`src/rtl/tdmv_pkg.sv`:
```
package tdmv_pkg;

  localparam logic [7:0] VOICE_FILL = 8'hFF;
  localparam logic [7:0] PAY_FILL   = 8'h7E;
  localparam int         SYNC_LEAD  = 3;

  // Effective voice octet count: requests beyond the limit saturate.
  function automatic int clamp_voice(input int req, input int limit);
    return (req > limit) ? limit : req;
  endfunction

  // Octet chosen for a slot, including both idle fills.
  function automatic logic [7:0] pick_octet(input logic voice_slot,
                                            input logic buf_empty,
                                            input logic [7:0] buf_data,
                                            input logic pay_avail,
                                            input logic [7:0] pay_byte);
    if (voice_slot) return buf_empty ? VOICE_FILL : buf_data;
    return pay_avail ? pay_byte : PAY_FILL;
  endfunction

  // Number of whole or partial octets in a frame of a given bit length.
  function automatic int octets_in(input int bits);
    return (bits + 7) / 8;
  endfunction

endpackage

```
`src/rtl/tdmv_line_sampler.sv`:
```
module tdmv_line_sampler #(
  parameter int SYNC_STAGES = 2
) (
  input  logic clk,
  input  logic rst_n,
  input  logic line_clk,
  input  logic sync_in,
  input  logic invert,
  output logic tick,
  output logic sync_smp
);
  logic [SYNC_STAGES:0]   lc_pipe;
  logic [SYNC_STAGES-1:0] sy_pipe;

  always_ff @(posedge clk) begin
    if (!rst_n) begin
      lc_pipe[0] <= 1'b0;
      sy_pipe[0] <= 1'b0;
    end else begin
      lc_pipe[0] <= line_clk;
      sy_pipe[0] <= sync_in;
    end
  end

  for (genvar g = 1; g <= SYNC_STAGES; g++) begin : g_lc
    always_ff @(posedge clk) begin
      if (!rst_n) lc_pipe[g] <= 1'b0;
      else        lc_pipe[g] <= lc_pipe[g-1];
    end
  end

  for (genvar g = 1; g < SYNC_STAGES; g++) begin : g_sy
    always_ff @(posedge clk) begin
      if (!rst_n) sy_pipe[g] <= 1'b0;
      else        sy_pipe[g] <= sy_pipe[g-1];
    end
  end

  logic cur_lvl, prev_lvl, rise_evt, fall_evt;
  assign cur_lvl  = lc_pipe[SYNC_STAGES-1];
  assign prev_lvl = lc_pipe[SYNC_STAGES];
  assign rise_evt = cur_lvl & ~prev_lvl;
  assign fall_evt = ~cur_lvl & prev_lvl;
  assign tick     = invert ? fall_evt : rise_evt;
  assign sync_smp = sy_pipe[SYNC_STAGES-1];

  // a launch edge is a single-cycle event
  a_r6_tick_single: assert property (@(posedge clk) disable iff (!rst_n)
    tick |=> !tick);

endmodule

```
`src/rtl/tdmv_frame_align.sv`:
```
module tdmv_frame_align #(
  parameter int LEAD = 3
) (
  input  logic clk,
  input  logic rst_n,
  input  logic tick,
  input  logic sync_smp,
  input  logic early,
  output logic frame_start
);
  logic [LEAD-1:0] lead_line;

  always_ff @(posedge clk) begin
    if (!rst_n)    lead_line[0] <= 1'b0;
    else if (tick) lead_line[0] <= sync_smp;
  end

  for (genvar g = 1; g < LEAD; g++) begin : g_dl
    always_ff @(posedge clk) begin
      if (!rst_n)    lead_line[g] <= 1'b0;
      else if (tick) lead_line[g] <= lead_line[g-1];
    end
  end

  logic delayed_sync;
  assign delayed_sync = lead_line[LEAD-1];
  assign frame_start  = tick & (early ? delayed_sync : sync_smp);

  // frames only begin on a launch edge
  a_r5_start_on_tick: assert property (@(posedge clk) disable iff (!rst_n)
    frame_start |-> tick);

endmodule

```
`src/rtl/tdmv_voice_fifo.sv`:
```
module tdmv_voice_fifo #(
  parameter int WIDTH = 8,
  parameter int DEPTH = 32
) (
  input  logic             clk,
  input  logic             rst_n,
  input  logic             wr_valid,
  input  logic [WIDTH-1:0] wr_data,
  output logic             wr_ready,
  input  logic             rd_pop,
  output logic [WIDTH-1:0] rd_data,
  output logic             rd_empty
);
  localparam int AW = $clog2(DEPTH);

  logic [WIDTH-1:0] mem [DEPTH];
  logic [AW-1:0]    wr_ptr, rd_ptr;
  logic [AW:0]      fill;
  logic             do_wr, do_rd;

  assign wr_ready = (fill != (AW+1)'(DEPTH));
  assign rd_empty = (fill == '0);
  assign rd_data  = mem[rd_ptr];
  assign do_wr    = wr_valid & wr_ready;
  assign do_rd    = rd_pop & ~rd_empty;

  always_ff @(posedge clk) begin
    if (do_wr) mem[wr_ptr] <= wr_data;
  end

  always_ff @(posedge clk) begin
    if (!rst_n) begin
      wr_ptr <= '0;
      rd_ptr <= '0;
      fill   <= '0;
    end else begin
      if (do_wr) wr_ptr <= (wr_ptr == AW'(DEPTH-1)) ? '0 : wr_ptr + 1'b1;
      if (do_rd) rd_ptr <= (rd_ptr == AW'(DEPTH-1)) ? '0 : rd_ptr + 1'b1;
      case ({do_wr, do_rd})
        2'b10:   fill <= fill + 1'b1;
        2'b01:   fill <= fill - 1'b1;
        default: fill <= fill;
      endcase
    end
  end

  // occupancy never exceeds the buffer depth
  a_r9_no_overflow: assert property (@(posedge clk) disable iff (!rst_n)
    fill <= (AW+1)'(DEPTH));
  // the engine never pops an empty buffer
  a_r7_no_empty_pop: assert property (@(posedge clk) disable iff (!rst_n)
    rd_pop |-> !rd_empty);

endmodule

```
`src/rtl/tdmv_serializer.sv`:
```
module tdmv_serializer
  import tdmv_pkg::*;
#(
  parameter int MAX_VOICE = 16,
  parameter int CNT_W     = 5
) (
  input  logic             clk,
  input  logic             rst_n,
  input  logic             tick,
  input  logic             frame_start,
  input  logic [CNT_W-1:0] voice_n,
  input  logic [7:0]       buf_data,
  input  logic             buf_empty,
  output logic             buf_pop,
  input  logic             pay_valid,
  input  logic [7:0]       pay_data,
  output logic             pay_ready,
  output logic             tx_data,
  output logic             voice_underrun
);
  localparam int IDX_W = $clog2(MAX_VOICE + 1);

  logic             started;
  logic [2:0]       bit_idx;
  logic [IDX_W-1:0] oct_idx, nxt_idx;
  logic [CNT_W-1:0] n_lat, n_use;
  logic [7:0]       shreg, octet;
  logic             octet_end, load, voice_slot;

  assign octet_end  = started && (bit_idx == 3'd7);
  assign load       = tick && (frame_start || octet_end);
  assign nxt_idx    = frame_start ? '0 :
                      (oct_idx == IDX_W'(MAX_VOICE)) ? oct_idx : oct_idx + 1'b1;
  assign n_use      = frame_start ? voice_n : n_lat;
  assign voice_slot = int'(nxt_idx) < int'(n_use);
  assign octet      = pick_octet(voice_slot, buf_empty, buf_data, pay_valid, pay_data);
  assign buf_pop    = load & voice_slot & ~buf_empty;
  assign pay_ready  = load & ~voice_slot;

  always_ff @(posedge clk) begin
    if (!rst_n) begin
      started        <= 1'b0;
      bit_idx        <= '0;
      oct_idx        <= '0;
      n_lat          <= '0;
      shreg          <= '0;
      tx_data        <= 1'b1;
      voice_underrun <= 1'b0;
    end else begin
      voice_underrun <= load & voice_slot & buf_empty;
      if (load) begin
        started <= 1'b1;
        bit_idx <= '0;
        oct_idx <= nxt_idx;
        tx_data <= octet[7];
        shreg   <= {octet[6:0], 1'b0};
        if (frame_start) n_lat <= voice_n;
      end else if (tick && started) begin
        bit_idx <= bit_idx + 1'b1;
        tx_data <= shreg[7];
        shreg   <= {shreg[6:0], 1'b0};
      end
    end
  end

  // Voice pops since the latest frame start, for the bound check.
  logic [IDX_W:0] pops_in_frame;
  always_ff @(posedge clk) begin
    if (!rst_n)                   pops_in_frame <= '0;
    else if (load && frame_start) pops_in_frame <= {{IDX_W{1'b0}}, buf_pop};
    else if (buf_pop)             pops_in_frame <= pops_in_frame + 1'b1;
  end

  // the line output moves only right after a launch edge
  a_r2_change_on_tick: assert property (@(posedge clk) disable iff (!rst_n)
    $changed(tx_data) |-> $past(tick));
  // idle high until the first frame
  a_r1_idle_high: assert property (@(posedge clk) disable iff (!rst_n)
    !started |-> tx_data);
  // payload and voice never share one slot
  a_r4_slot_exclusive: assert property (@(posedge clk) disable iff (!rst_n)
    pay_ready |-> (!buf_pop && tick));
  // at most the voice limit is drawn per frame
  a_r3_voice_bound: assert property (@(posedge clk) disable iff (!rst_n)
    pops_in_frame <= (IDX_W+1)'(MAX_VOICE));
  // an underrun pulse lasts one cycle
  a_r7_underrun_pulse: assert property (@(posedge clk) disable iff (!rst_n)
    voice_underrun |=> !voice_underrun);

endmodule

```
`src/rtl/tdm_voice_mux_tx.sv`:
```
module tdm_voice_mux_tx
  import tdmv_pkg::*;
#(
  parameter int MAX_VOICE   = 16,
  parameter int FIFO_DEPTH  = 32,
  parameter int SYNC_STAGES = 2,
  parameter int CNT_W       = $clog2(MAX_VOICE + 1)
) (
  input  logic             clk,
  input  logic             rst_n,
  input  logic             line_clk,
  input  logic             tx_sync,
  input  logic             cfg_early_sync,
  input  logic             cfg_clk_invert,
  input  logic [CNT_W-1:0] cfg_voice_cnt,
  input  logic             voice_valid,
  input  logic [7:0]       voice_data,
  output logic             voice_ready,
  input  logic             pay_valid,
  input  logic [7:0]       pay_data,
  output logic             pay_ready,
  output logic             tx_data,
  output logic             voice_underrun
);
  logic             tick, sync_smp, frame_start;
  logic             buf_pop, buf_empty;
  logic [7:0]       buf_data;
  logic [CNT_W-1:0] voice_n;

  assign voice_n = CNT_W'(clamp_voice(int'(cfg_voice_cnt), MAX_VOICE));

  tdmv_line_sampler #(.SYNC_STAGES(SYNC_STAGES)) u_sampler (
    .clk      (clk),
    .rst_n    (rst_n),
    .line_clk (line_clk),
    .sync_in  (tx_sync),
    .invert   (cfg_clk_invert),
    .tick     (tick),
    .sync_smp (sync_smp)
  );

  tdmv_frame_align #(.LEAD(SYNC_LEAD)) u_align (
    .clk         (clk),
    .rst_n       (rst_n),
    .tick        (tick),
    .sync_smp    (sync_smp),
    .early       (cfg_early_sync),
    .frame_start (frame_start)
  );

  tdmv_voice_fifo #(.WIDTH(8), .DEPTH(FIFO_DEPTH)) u_fifo (
    .clk      (clk),
    .rst_n    (rst_n),
    .wr_valid (voice_valid),
    .wr_data  (voice_data),
    .wr_ready (voice_ready),
    .rd_pop   (buf_pop),
    .rd_data  (buf_data),
    .rd_empty (buf_empty)
  );

  tdmv_serializer #(.MAX_VOICE(MAX_VOICE), .CNT_W(CNT_W)) u_ser (
    .clk            (clk),
    .rst_n          (rst_n),
    .tick           (tick),
    .frame_start    (frame_start),
    .voice_n        (voice_n),
    .buf_data       (buf_data),
    .buf_empty      (buf_empty),
    .buf_pop        (buf_pop),
    .pay_valid      (pay_valid),
    .pay_data       (pay_data),
    .pay_ready      (pay_ready),
    .tx_data        (tx_data),
    .voice_underrun (voice_underrun)
  );

  // the effective count never exceeds the limit
  a_r3_count_clamped: assert property (@(posedge clk) disable iff (!rst_n)
    int'(voice_n) <= MAX_VOICE);

endmodule

```
`config.mk`:
```
export PLATFORM = sky130hd
export DESIGN_NAME = tdm_voice_mux_tx
export DESIGN_NICKNAME = d
export VERILOG_FILES = /design/src/rtl/tdmv_pkg.sv /design/src/rtl/tdmv_line_sampler.sv /design/src/rtl/tdmv_frame_align.sv /design/src/rtl/tdmv_voice_fifo.sv /design/src/rtl/tdmv_serializer.sv /design/src/rtl/tdm_voice_mux_tx.sv
export SDC_FILE = /design/constraint.sdc
export NUM_CORES = 1
export LEC_CHECK = 0
export ABC_AREA = 1
export BUFFER_PORTS_ARGS = -buffer_cell sky130_fd_sc_hd__buf_2
export CORE_MARGIN = 3
export CORE_UTILIZATION = 40
export CTS_CLUSTER_DIAMETER = 100
export DETAILED_ROUTE_END_ITERATION = 10
export PLACE_DENSITY = 0.66
export SETUP_SLACK_MARGIN = 0.4
export SYNTH_ARGS = -nofsm -noshare
export SYNTH_HDL_FRONTEND = slang
export SYNTH_SLANG_ARGS = --single-unit
```
`constraint.sdc`:
```
create_clock -name clk -period 6 [get_ports clk]
set_input_delay 1.2 -clock clk [delete_from_list [all_inputs] [get_ports clk]]
set_output_delay 1.2 -clock clk [all_outputs]
set_load 0.005 [all_outputs]
```
==> results of run 1 <==
cell usage after synthesis, types with 8 or more instances:
library cell	number
a21oi_1	31
buf_1	12
buf_2	21
clkbuf_1	23
dfxtp_1	52
edfxtp_1	256
ha_1	18
inv_1	67
nand2_1	163
nand3_1	101
nor2_1	273
o211ai_1	23
o21ai_0	142
xnor2_1	8
xor2_1	8
cell families (layout without fill, tap and decap cells):
group	Yosys count	count (layout)	synth area share [%]
adders and majority gates	18	18	1.71
xor gates and xnor gates	16	16	1.06
AOI/OAI and AO/OA	207	207	8.59
and+or+nand+nor	561	561	17.9
DFF	308	308	66.3
buffers and inverters	139	170	4.47
critical path: cells and delay by family:
kind,cells,cell delay (ns)
AND/OR/NAND/NOR,9,1.36
AO/OA/AOI/OAI,6,1.13
XOR/XNOR,2,0.32
buffers and inverters,6,0.43
adder cells (fa/ha/maj),3,0.78
report_power, final:
| group | leakage [nW] | internal [W] | total, W | switching [W] |
|---|---|---|---|---|
| clock | 0.466 | 0.00112 | 0.00190 | 0.000780 |
| combinational | 2.18 | 0.0000431 | 0.000167 | 0.000124 |
| sequential | 2.73 | 0.00234 | 0.00235 | 0.0000135 |
| total | 5.38 | 0.00350 | 0.00441 | 0.000917 |
cells in the final DEF (no fill, tap or decap), types with 5 or more instances in the layout:
cell,netlist,layout
nand2_1,163,163
clkbuf_16,0,31
dfxtp_1,52,50
a21oi_1,31,31
nand3_1,101,101
clkinv_1,1,5
o211ai_1,23,23
ha_1,18,18
edfxtp_1,256,256
buf_2,21,32
xnor2_1,8,8
nor2_1,273,273
buf_4,6,7
o21ai_0,142,142
inv_2,6,6
nor3_1,6,5
xor2_1,8,8
inv_1,67,67
clkbuf_1,23,11
registers in the layout, summed over array words and instances (netlist names), 2 cells and up, named ones only:
register / flops
u_ser.oct_idx: 5
u_fifo.mem: 256
u_ser.bit_idx: 3
u_fifo.rd_ptr: 5
u_fifo.wr_ptr: 5
u_align.lead_line: 2
u_ser.n_lat: 5
u_fifo.fill: 6
u_ser.shreg: 7
worst paths after layout:
check                                          to  slack, ns  cells past startpoint
worst min register to register  u_sampler.cur_lvl       0.41                      2
worst max register to register     u_fifo.fill[4]       1.61                     24
worst max-delay path               u_fifo.fill[4]       1.23                     26
worst min-delay path            u_sampler.cur_lvl       0.41                      2
cell type report:
type,count,area [µm²],area share (%)
Tap cell,435,544,3.72
Timing Repair Buffer,39,213,1.46
Multi-Input combinational cell,802,3850,26.4
Sequential cell,308,8730,59.8
Inverter,75,284,1.94
Clock buffer,42,817,5.59
Clock inverter,14,170,1.16
stage by stage:
step,hold slack (ns),total power [W]
CTS,0.416,0.00444
detailed placement,0.401,0.00256
global route,0.441,0.00455
finish,0.413,0.00441
global placement,0.393,0.00256
floorplan,0.390,0.00249
routing by layer:
layer / up-vias / part of all wire [%] / GRT usage, %
met4: 0 / 2.9 / 5.45
li1: 4294 / - / -
met5: - / 0 / 0
met1: 4314 / 43 / 23.7
met2: 292 / 48 / 28.3
met3: 60 / 6.0 / 1.84
==> flow_summary.yaml, run 1 <==
yosys:
  synth_top_area_cell: "edfxtp_1"
  yosysWarnings: 0
  async_flop_share_pct: 0
  yosysTopAreaCellShare_pct: 58.4
  syn_area_per_cell_um2: 10.5
  postSynthCellCount: 1249
  synth_edf_count: 256
  synth_nets: 1296
  netlist_top_cells_area: "edfxtp_1 58%, dfxtp_1 7.9%, nor2_1 7.8%"
  post_synth_num_cell_types: 38
  ys_seq_area_share_pct: 66.3
  syn_area_um2: 13200
  synth_seq_cells: 308
  synth_flop_cell: "edfxtp_1"
min_path:
  hold_path.class: "flip-flop to flip-flop"
  min-delay-start: "u_sampler.lc_pipe[0]"
floorplanning:
  die_y_um: 187
  rows: 65
  die_area_um2: 35100
  start_util_pct: 41.2
  core_area_um2: 32000
  io_pins: 33
  fp.dieW_um: 187
routing:
  wirelength_um: 30500
  drcViolationCount: 0
  viasPerCell: 5.22
  vias: 8960
  drtIter0Drc: 988
  detail-route-antenna-nets: 0
  drt_pass1_iterations: 5
  avgRoutedWirePerCell_um: 17.8
sta:
  tns_ns: 0
  maxSlewHeadroom_pct: 21.2
  tightest_slew_ns: 1.17
  finalSetupViolations: 0
  clock.fmax_ghz: 0.210
  period_share_pct: 79.5
  rsz0062_at_grt: "no"
  final.min_clock_period_ns: 4.77
  hold_viol: 0
  setup_ws_ns: 1.23
  final_max_slew_viol_count: 0
  worst_clock_skew_ns: 0.0129
placed_design:
  hpwl_um: 17700
  finalWeightedCongestion: 0.815
  io_buffers: 32
  preCtsSetupSlack_ns: 0.714
  dpl_cell_area_um2: 13600
  dpl.cell_count: 1659
worst_setup_path:
  critPathLaunch: "cfg_early_sync"
  critPathRequiredTime_ns: 6.44
  critPathKind: "primary input to flip-flop"
  critPathMaxFanout: 12
  cp-end-kind: "flip-flop"
  critPathSlowestCell: "a211oi_1"
  critPathLaunchType: "primary input"
  r2r-start: "u_sampler.prev_lvl"
  critical_path.max_stage_delay_ns: 0.39
  arrival_ns: 5.21
  crit_top_cell: "inv_1"
cells_and_area:
  finish.utilization_pct: 45.7
  instances_no_fill: 1715
  stdcell_area_um2: 14600
  syn2layout_area_growth_pct: 11.0
  diodes: 0
  fillers: 2894
  layout-drive-gt1-share_pct: 8.05
  finish.net_count: 1303
clocking:
  htree_levels: 1
  worstSkewPairLatency_ns: 0.55
  postCtsSetupBuffers: 0
  cts.hold.buffers_added: 0
  cts_buffers: 30
  cts_tree: "yes"
  cts.clk_slew.worst_paths_ns: 0.06
  cts_buffer_depth: 3
  post_cts_resized: 0
  clock_sinks: 308
  cts_root_buf: "clkbuf_16"
run_status:
  status: "complete, no violations"
pwr:
  power.leakage_nw: 5.38
  powerDensity_nw_per_um2: 302
  peakVddDrop_mv: 0.240
grt:
  antenna_found_initial: 0
  grt_pass1_wl_um: 48600
  track_usage_pct: 17.1
  grt_overflow: 0
  grt_pass1_vias: 8729
  grt_max_degree: 88
run:
  maxCapViolations: 0
Power figures use the tool's default switching activity.
==> run 2, diff against run 1 <==
Settings changed: ABC_AREA 1 to 0, PLACE_DENSITY 0.66 to 0.68.
Clock period 6 ns to 4 ns, I/O delays scaled along.
==> run 2 against run 1 <==
Compared with the run above: non-clock buffer count is 51 higher; register-to-register slack worse by 1.4 ns; clock skew increased by 0.042 ns; hold slack better by 0.021 ns; clock power up 41%; die area fell by 4.5%; sequential power up 49%; first-iteration DRC count down 36%; final area down 0.14%; global-route usage decreased by 1.2 points; synthesized cell count decreased by 39%; largest cell class unchanged.
==> flow_summary.yaml, run 2 <==
min_path:
  min_path_cells: 1
  min_to: "u_sampler.cur_lvl"
  min-delay-start: "u_sampler.lc_pipe[0]"
  hold_path.class: "flip-flop to flip-flop"
yosys:
  syn_area_um2: 12600
  synth_nets: 808
  synth_top_area_cell: "edfxtp_1"
  yosysTopAreaCellShare_pct: 61.2
  yosysMostFrequentCell: "edfxtp_1"
  synth_edf_count: 256
  postSynthCellCount: 761
  yosysWarnings: 0
  netlist_top_cells_area: "edfxtp_1 61%, mux4_2 12%, dfxtp_1 8.3%"
  ys_seq_area_share_pct: 69.5
  synth_commonest_cells: "256 x edfxtp_1, 72 x nor2_1, 65 x mux4_2"
  async_flop_share_pct: 0
  synth_flop_cell: "edfxtp_1"
  post_synth_num_cell_types: 52
  syn_area_per_cell_um2: 16.5
  synth_seq_cells: 308
run:
  maxCapViolations: 0
pwr:
  p_switching_w: 0.00128
  seq_power_share_pct: 55.3
  swShare_pct: 20.2
  internal-power_w: 0.00505
  power.leakage_nw: 4.70
  combPwrFrac_pct: 2.5
  peakVddDrop_mv: 0.376
  powerDensity_nw_per_um2: 434
  clkPwrFrac_pct: 42.2
  power.total_w: 0.00633
worst_setup_path:
  crit_chain: "buf_6, or3b_4, a21o_4, nor3b_4, a21oi_2, ha_1, a21o_1, a21o_1, a21o_1, buf_4, o21ai_4, inv_1, buf_2"
  critical_path.max_stage_delay_ns: 0.38
  r2r_slack_ns: 0.22
  reg2regPathDepth: 19
  critPathKind: "primary input to output pin"
  cp-end-kind: "output pin"
  rr_endpoint: "u_fifo.fill[5]"
  arrival_ns: 3.01
  crit_top_cell: "a21o_1"
  critPathRequiredTime_ns: 3.20
  critPathSlowestCell: "or3b_4"
  critPathMaxFanout: 6
  critPathLaunchType: "primary input"
  r2r-start: "u_sampler.prev_lvl"
sta:
  worst_clock_skew_ns: 0.0552
  final_max_slew_viol_count: 0
  rsz0062_at_grt: "yes"
  period_share_pct: 95.3
  hold_viol: 0
  hold_ws_ns: 0.434
  maxSlewHeadroom_pct: 30.9
  tightest_slew_ns: 1.03
  final.min_clock_period_ns: 3.81
  finalSetupViolations: 0
  clock.fmax_ghz: 0.262
clocking:
  cts.clk_slew.worst_paths_ns: 0.05
  worstSkewPairLatency_ns: 0.58
  cts_tree: "yes"
  clock_sinks: 308
  cts_buffers: 30
  htree_levels: 1
  cts_buffer_depth: 3
  cts_root_buf: "clkbuf_16"
cells_and_area:
  fillers: 2633
  final_common_cell: "edfxtp_1"
  reg_top3: "u_fifo.mem x256, u_ser.shreg x7, u_fifo.fill x6"
  syn2layout_area_growth_pct: 16.3
  stdcell_area_um2: 14600
  mostFrequentLayoutCells: "256 x edfxtp_1, 71 x nor2_1, 65 x mux4_2, 47 x dfxtp_1, 36 x buf_4"
  regArea_um2: 8740
  regMostFlops: "u_fifo.mem"
  layout-drive-gt1-share_pct: 26.0
  multi_input_area_um2: 3700
  largest_register_ffs: 256
  diodes: 0
  finish.net_count: 889
grt:
  grt_pass1_wl_um: 41200
  antenna_found_initial: 0
  grt_max_degree: 40
  grt_overflow: 0
  use_met2_pct: 25.3
  grtUsageMet3_pct: 3.31
  top_usage_layer: "met2"
  track_usage_pct: 15.8
  grt_pass1_vias: 6899
  gr-usage-met1_pct: 22.6
routing:
  avgRoutedWirePerCell_um: 21.2
  drcViolationCount: 0
  vias: 7006
  viasPerCell: 5.55
  drtIter0Drc: 637
  wirelength_um: 26800
  detail-route-antenna-nets: 0
  drt_pass1_iterations: 5
placed_design:
  hpwl_um: 16700
  io_buffers: 32
  dpl_cell_area_um2: 13300
  finalWeightedCongestion: 0.856
floorplanning:
  core_area_um2: 30700
  rows: 64
  start_util_pct: 40.8
  io_pins: 33
  die_area_um2: 33500
  die_y_um: 183
  fp.dieW_um: 183
run_status:
  status: "complete, no violations"
==> run 2: kinds of logic after synthesis <==
| kind of cell | share of synthesized area (%) |
|---|---|
| adder cells (fa/ha/maj) | 1.79 |
| AO/OA/AOI/OAI | 5.68 |
| buffers and inverters | 1.66 |
| AND/OR/NAND/NOR | 7.64 |
| XOR/XNOR | 0.907 |
| multiplexers | 12.8 |
| flip-flops | 69.5 |
==> run 2: repair_timing <==
action	in CTS	in global routing
pin swaps	11	5
resized for setup	12	30
buffers inserted	28	3
hold buffers	0	0
endpoints found under the setup margin	5	7
==> run 2: through the flow <==
stage / setup slack (ns) / util (%) / cells / setup TNS [ns]
after floorplan: -0.572 / - / 761 / -1.87
after global placement: -0.376 / 43.1 / 1175 / -1.19
after detailed placement: -0.372 / 43.1 / 1175 / -1.41
after CTS: 0.246 / 47.0 / 1259 / 0
after global routing: -0.00955 / 47.5 / 1262 / -0.00955
final: 0.189 / 47.5 / 1262 / 0
==> run 2: worst max path at each step <==
stage                            start        endpoint  slack, ns
global placement        cfg_clk_invert  u_fifo.fill[4]      -0.38
finish                  cfg_clk_invert       pay_ready       0.19
global route        u_sampler.prev_lvl  u_fifo.fill[5]      -0.01
detailed placement      cfg_clk_invert  u_fifo.fill[4]      -0.37
floorplan               cfg_clk_invert  u_fifo.fill[4]      -0.57
CTS                     cfg_clk_invert  u_fifo.fill[4]       0.25
==> run 2: power by group through the flow <==
stage	clock network [W]	logic, W	registers, W
final	0.00267	0.000160	0.00350
after CTS	0.00272	0.000158	0.00350
after detailed placement	0	0.000153	0.00357
after floorplan	0	0.0000727	0.00356
after global routing	0.00287	0.000176	0.00350
after global placement	0	0.000150	0.00357
==> run 2: critical path: cells and delay by family <==
kind                       cells  cell delay (ns)
AOI/OAI and AO/OA              6             0.94
and+or+nand+nor                2             0.56
buffers and inverters          4             0.42
adders and majority gates      1             0.28
==> run 2: layout make-up <==
cell class / count / area share, %
Tap cell: 396 / 3.40
Timing Repair Buffer: 90 / 4.69
Clock inverter: 16 / 1.01
Multi-Input combinational cell: 401 / 25.3
Inverter: 11 / 0.283
Clock buffer: 40 / 5.40
Sequential cell: 308 / 59.9
==> run 2: routing by layer <==
metal / vias up / wire length [µm]
met5: - / 0
met4: 0 / 626
met3: 49 / 1880
met2: 212 / 12600
met1: 3556 / 11700
li1: 3189 / -
